File: src/rtl/mhf_pkg.sv
package mhf_pkg;
  localparam int unsigned CRC_W = 32;
  localparam logic [CRC_W-1:0] CRC_POLY = 32'hEDB88320;

  function automatic logic [CRC_W-1:0] crc_bit(input logic [CRC_W-1:0] c, input logic d);
    logic fb;
    fb = c[0] ^ d;
    crc_bit = {1'b0, c[CRC_W-1:1]} ^ (fb ? CRC_POLY : '0);
  endfunction
endpackage

File: src/rtl/mhf_crc_step.sv
module mhf_crc_step #(
  parameter int unsigned DATA_W = 8
) (
  input  logic [mhf_pkg::CRC_W-1:0] crc_i,
  input  logic [DATA_W-1:0]         data_i,
  output logic [mhf_pkg::CRC_W-1:0] crc_o
);
  // lsb of the byte enters first
  always_comb begin
    crc_o = crc_i;
    for (int i = 0; i < DATA_W; i++) crc_o = mhf_pkg::crc_bit(crc_o, data_i[i]);
  end
endmodule

File: src/rtl/mhf_hash_table.sv
module mhf_hash_table #(
  parameter int unsigned HASH_BITS = 6,
  parameter int unsigned REG_W     = 16,
  localparam int unsigned TBL_BITS = 1 << HASH_BITS,
  localparam int unsigned NUM_REGS = TBL_BITS / REG_W,
  localparam int unsigned SEL_W    = (NUM_REGS > 1) ? $clog2(NUM_REGS) : 1
) (
  input  logic                 clk_i,
  input  logic                 rst_ni,
  input  logic                 wr_i,
  input  logic [SEL_W-1:0]     sel_i,
  input  logic [REG_W-1:0]     data_i,
  input  logic [HASH_BITS-1:0] idx_i,
  output logic                 hit_o
);
  logic [TBL_BITS-1:0] tbl_flat;

  // even byte in low half, so flat bit order equals hash index order
  for (genvar g = 0; g < NUM_REGS; g++) begin : g_reg
    logic [REG_W-1:0] reg_q;
    always_ff @(posedge clk_i or negedge rst_ni) begin
      if (!rst_ni) reg_q <= '0;
      else if (wr_i && (sel_i == SEL_W'(g))) reg_q <= data_i;
    end
    assign tbl_flat[g*REG_W +: REG_W] = reg_q;
  end

  assign hit_o = tbl_flat[idx_i];
endmodule

File: src/rtl/mhf_decide.sv
module mhf_decide #(
  parameter int unsigned ADDR_W = 48
) (
  input  logic [ADDR_W-1:0] addr_i,
  input  logic [ADDR_W-1:0] station_i,
  input  logic              promisc_i,
  input  logic              allmulti_i,
  input  logic              hit_i,
  output logic              accept_o
);
  logic is_mcast, is_bcast, is_mine;

  assign is_mcast = addr_i[0];
  assign is_bcast = &addr_i;
  assign is_mine  = (addr_i == station_i);

  always_comb begin
    if (promisc_i || is_bcast) accept_o = 1'b1;
    else if (is_mcast)         accept_o = allmulti_i || hit_i;
    else                       accept_o = is_mine;
  end
endmodule

File: src/rtl/mcast_addr_filter.sv
module mcast_addr_filter #(
  parameter int unsigned ADDR_BYTES = 6,
  parameter int unsigned HASH_BITS  = 6,
  parameter int unsigned REG_W      = 16,
  localparam int unsigned ADDR_W    = 8 * ADDR_BYTES,
  localparam int unsigned NUM_REGS  = (1 << HASH_BITS) / REG_W,
  localparam int unsigned SEL_W     = (NUM_REGS > 1) ? $clog2(NUM_REGS) : 1
) (
  input  logic              clk_i,
  input  logic              rst_ni,
  input  logic              start_i,
  input  logic              byte_valid_i,
  input  logic [7:0]        byte_i,
  input  logic              promisc_i,
  input  logic              allmulti_i,
  input  logic [ADDR_W-1:0] station_addr_i,
  input  logic              tbl_wr_i,
  input  logic [SEL_W-1:0]  tbl_sel_i,
  input  logic [REG_W-1:0]  tbl_data_i,
  output logic              decision_valid_o,
  output logic              accept_o
);
  localparam int unsigned CNT_W = $clog2(ADDR_BYTES + 1);
  localparam logic [CNT_W-1:0] LAST_POS = CNT_W'(ADDR_BYTES - 1);
  localparam logic [CNT_W-1:0] DONE_CNT = CNT_W'(ADDR_BYTES);

  logic [CNT_W-1:0]          cnt_q, pos;
  logic [mhf_pkg::CRC_W-1:0] crc_q, crc_base, crc_nxt;
  logic [ADDR_W-1:0]         addr_q, addr_nxt;
  logic                      in_frame, take, last;
  logic [HASH_BITS-1:0]      hash_idx;
  logic                      hit, acc_comb;
  logic                      valid_q, accept_q;

  assign in_frame = (cnt_q != '0) && (cnt_q < DONE_CNT);
  assign take     = byte_valid_i && (start_i || in_frame);
  assign pos      = start_i ? '0 : cnt_q;
  assign last     = take && (pos == LAST_POS);
  assign crc_base = start_i ? '1 : crc_q;

  always_comb begin
    addr_nxt = start_i ? '0 : addr_q;
    if (take) addr_nxt[8*pos +: 8] = byte_i;
  end

  mhf_crc_step #(.DATA_W(8)) u_crc (
    .crc_i  (crc_base),
    .data_i (byte_i),
    .crc_o  (crc_nxt)
  );

  // index msb comes from crc bit 0
  for (genvar j = 0; j < HASH_BITS; j++) begin : g_idx
    assign hash_idx[HASH_BITS-1-j] = crc_nxt[j];
  end

  mhf_hash_table #(.HASH_BITS(HASH_BITS), .REG_W(REG_W)) u_tbl (
    .clk_i  (clk_i),
    .rst_ni (rst_ni),
    .wr_i   (tbl_wr_i),
    .sel_i  (tbl_sel_i),
    .data_i (tbl_data_i),
    .idx_i  (hash_idx),
    .hit_o  (hit)
  );

  mhf_decide #(.ADDR_W(ADDR_W)) u_dec (
    .addr_i     (addr_nxt),
    .station_i  (station_addr_i),
    .promisc_i  (promisc_i),
    .allmulti_i (allmulti_i),
    .hit_i      (hit),
    .accept_o   (acc_comb)
  );

  always_ff @(posedge clk_i or negedge rst_ni) begin
    if (!rst_ni) begin
      cnt_q    <= '0;
      crc_q    <= '1;
      addr_q   <= '0;
      valid_q  <= 1'b0;
      accept_q <= 1'b0;
    end else begin
      if (take) begin
        cnt_q  <= pos + 1'b1;
        crc_q  <= crc_nxt;
        addr_q <= addr_nxt;
      end
      valid_q  <= last;
      accept_q <= last && acc_comb;
    end
  end

  assign decision_valid_o = valid_q;
  assign accept_o         = accept_q;
endmodule

File: config.mk
export PLATFORM = sky130hd
export DESIGN_NAME = mcast_addr_filter
export DESIGN_NICKNAME = d
export VERILOG_FILES = /design/src/rtl/mhf_pkg.sv /design/src/rtl/mhf_crc_step.sv /design/src/rtl/mhf_hash_table.sv /design/src/rtl/mhf_decide.sv /design/src/rtl/mcast_addr_filter.sv
export SDC_FILE = /design/constraint.sdc
export NUM_CORES = 1
export LEC_CHECK = 0
export CORE_MARGIN = 4
export CORE_UTILIZATION = 50
export CTS_BUF_LIST = sky130_fd_sc_hd__clkbuf_4 sky130_fd_sc_hd__clkbuf_8
export DETAILED_ROUTE_END_ITERATION = 8
export PLACE_DENSITY_LB_ADDON = 0.05
export RECOVER_POWER = 25
export SYNTH_ARGS = -nofsm -noshare
export SYNTH_HDL_FRONTEND = slang
export SYNTH_SLANG_ARGS = --single-unit
File: constraint.sdc
create_clock -name clk_i -period 3.5 [get_ports clk_i]
set_input_delay 0.35 -clock clk_i [delete_from_list [all_inputs] [get_ports clk_i]]
set_output_delay 0.35 -clock clk_i [all_outputs]
set_load 0.02 [all_outputs]
==> metrics.md <==
| Metric | Value |
|---|---|
| Sequential-to-total area share from yosys stat | `0.4194` |
| Top-count cell post-synth | `dfrtp_1` |
| CP arrival | `3.83 ns` |
| Endpoints failing hold | `0` |
| Setup ws final | `0.06262 ns` |
| PwrDens | `715.5 nW/um2` |
| IO Port Bufs | `82` |
| Max VDD drop | `0.0005739 V` |
| Initial antenna violation count | `0` |
| Clock Skews | `0.01910 ns` |
| Area growth syn-to-layout | `25.83%` |
| Antenna-violating nets left | `0` |
| Fraction of registers with async set/reset | `1.000` |
| Failing checks | `max-capacitance violations, max-slew violations` |
| WL/cell | `21.39 um` |
| Reg2reg end | `accept_o` |
| DRC | `0` |
| Min Tclk post-route | `3.437 ns` |
| Status | `finished, violations left` |
| Routed wire length | `26960 um` |
| Post-synth EDFFs | `0` |
| Num ports | `83` |
| Reg2reg start | `cnt_q[1]` |
| F_max | `290.9 MHz` |
| Synth top cells by count | `117 x dfrtp_1, 88 x xnor2_1, 84 x nand2_1, 67 x mux2_2, 54 x nor2_1` |
| Fin. max-slew vios | `90` |
| Global-route wire length before repair | `42170 um` |
| Cells after synthesis | `874` |
| LEAKAGE | `4.587 nW` |
| Biggest area consumer among synthesized cells | `dfrtp_1` |
| GPL Wtd Cong | `0.9946` |
| Initial Util | `0.5142` |
| Seq cells post-synth | `149` |
| Worst-path clk slew | `0.10 ns` |
| Top cell type's share of synthesized area | `0.3258` |
| All-Layer GR Usage | `0.2703` |
| Synth area leaders | `dfrtp_1 33%, dfstp_2 9.4%, xnor2_1 8.6%` |
| Post-route clock period utilization | `0.9821` |
| Drt first pass iters | `5` |
| Root Buffer | `clkbuf_8` |
| Synthesized Nets | `960` |
| Crit. End Element | `flip-flop` |
| Worst hold path class | `reg2reg` |
| Avg Vias per Cell | `5.971` |
| Fillers | `1422` |
| Internal reg-to-reg setup slack | `0.06 ns` |
| Final setup fails | `0` |
| CTS tree | `built` |
| CTS Buf Count | `17` |
| HPWL after DPL | `19840 um` |
| Mapped Area | `8986 um2` |
| Sink Count | `149` |
| Ys flop type | `dfrtp_1` |
| Pre-CTS setup slack | `-0.3253 ns` |
| Startpoint types | `flip-flop` |
| Die height | `142.1 um` |
| Diodes inserted | `0` |
| Critical path peak fanout | `5` |
| Worst slew pin tran | `2.300 ns` |
| Path depth of the worst reg2reg path | `13` |
| Via count | `7524` |
| Largest net degree at the start of global routing | `90` |
| DRT iter0 DRCs | `564` |
| Max Cap Viol | `1` |
| Latest clock arrival within the worst-skew pair | `0.48 ns` |
| Placed insts | `1222` |
| Die area | `20180 um2` |
| Critical path class | `reg2reg` |
| Core Rows | `48` |
| WP data required | `3.90 ns` |
| Layout Cells excl Fill | `1260` |
| Vias in the first global route | `7629` |
| NumNets Final | `1108` |
| Hold EP | `crc_q[5]` |
| Die width | `142.1 um` |
| Share of layout cells above drive strength 1 | `0.2792` |
| GRT overflow | `0` |
| CTS HTree Levels | `4` |
| Avg Cell Area, Syn | `10.28 um2` |
| Yosys warning count | `0` |
| Hold Path Cell Cnt | `2` |
| Clock Tree Buf Depth | `2` |
| Hold Startpoint | `crc_q[5]` |
| Netlist cell types | `63` |
| Slew headroom | `-0.5335` |
| Core Region | `17480 um2` |
==> through the flow <==
stage	utilization	setup TNS (ns)	total power, W	cell area [um2]	hold WS [ns]
floorplan	-	-0.1453	0.005469	9210	0.05441
global placement	0.6168	-0.3259	0.006643	10780	0.4465
CTS	0.6409	0	0.008090	11200	0.4666
finish	0.6470	0	0.008090	11310	0.4661
global route	0.6470	-0.02990	0.008620	11310	0.4984
detailed placement	0.6168	-0.3253	0.006728	10780	0.4528
==> flip-flops by register name, summed over array words and instances, names as in the netlist <==
register and flops:
addr_q 48, accept_o 1, crc_q 32, decision_valid_o 1, u_tbl.g.reg_q 64, cnt_q 3
==> where the power goes <==
group	total (W)	internal [W]	leakage (nW)	switching (W)
Sequential	0.00256	0.00227	1.82	0.000292
Clock	0.00134	0.000534	0.190	0.000803
Combinational	0.00419	0.00218	2.58	0.00201
Total	0.00809	0.00498	4.59	0.00311
==> critical path, stage by stage (launching register included) <==
cell      delay [ns]
dfrtp_2         0.42
nand2_4         0.07
ha_4            0.17
ha_4            0.30
nor4b_4         0.27
buf_4           0.16
nand2_1         0.06
nor2_1          0.15
a32oi_1         0.20
a2111o_1        0.47
or4_1           0.47
o31ai_4         0.34
o31ai_2         0.12
a31oi_1         0.15
==> kinds of logic (layout without fill, tap and decap cells) <==
group,after synthesis,after routing,share of synthesized area
flip-flops,149,149,0.4194
adder cells (fa/ha/maj),5,5,0.006962
AND/OR/NAND/NOR,244,245,0.1332
multiplexers,90,90,0.1326
buffers and inverters,74,234,0.03369
AO/OA/AOI/OAI,192,192,0.1501
XOR/XNOR,120,120,0.1241
==> routing by layer <==
metal | GRT usage | vias to the layer above | routed length [um]
li1 | - | 3469 | -
met1 | 0.3517 | 3735 | 11640
met2 | 0.4487 | 256 | 12960
met3 | 0.05712 | 64 | 1436
met4 | 0.09646 | 0 | 916
met5 | 0 | - | 0
==> worst max-delay path by stage <==
stage,startpoint,to,slack [ns],depth (start not counted)
detailed placement,start_i,accept_o,-0.33,13
floorplan,start_i,accept_o,-0.15,17
global placement,start_i,accept_o,-0.33,13
CTS,cnt_q[1],accept_o,0.005,13
global route,cnt_q[1],accept_o,-0.03,14
finish,cnt_q[1],accept_o,0.06,13
==> layout by cell type (no fill, tap or decap), types with 4 or more instances in the layout <==
master,instances
and3_1,4
o22ai_1,9
nor2b_1,14
xor2_1,26
mux4_1,5
xnor2_1,88
nand3b_1,4
nand2_1,83
nand3_1,9
buf_4,98
dfrtp_1,116
dfstp_2,32
mux4_2,10
o21ai_0,48
inv_6,6
clkdlybuf4s50_1,80
inv_1,17
a21o_1,5
clkbuf_8,17
a211oi_1,5
mux2_2,67
clkinv_8,4
nor2_1,53
o21ai_1,5
or4_1,4
a32oi_1,9
or3_1,5
nor4_1,7
nand2b_1,6
mux2i_1,6
nor3_1,12
and2_1,6
xnor2_2,4
a21oi_1,6
nand4_1,7
a22o_1,32
a22oi_1,20
o211ai_1,9
a31oi_1,13
==> final cells by class <==
| class | instances | area [um2] | share of cell area |
|---|---|---|---|
| well taps | 225 | 281.5 | 0.02490 |
| repair buffers | 183 | 1597 | 0.1412 |
| clock inverters | 15 | 162.7 | 0.01439 |
| inverters | 19 | 73.82 | 0.006529 |
| clock buffers | 17 | 234.0 | 0.02069 |
| flip-flops and latches | 149 | 3770 | 0.3334 |
| multi-input cells | 652 | 5189 | 0.4589 |
==> timing repair <==
action | in CTS | in global routing
pin swaps | 0 | 8
hold buffers | 1 | 0
endpoints found under the hold margin | 49 | 0
gates cloned | 0 | 1
resized for setup | 5 | 16
buffers inserted | 0 | 4
endpoints found under the setup margin | 1 | 1
No activity file was read; power rests on OpenSTA's default activity.
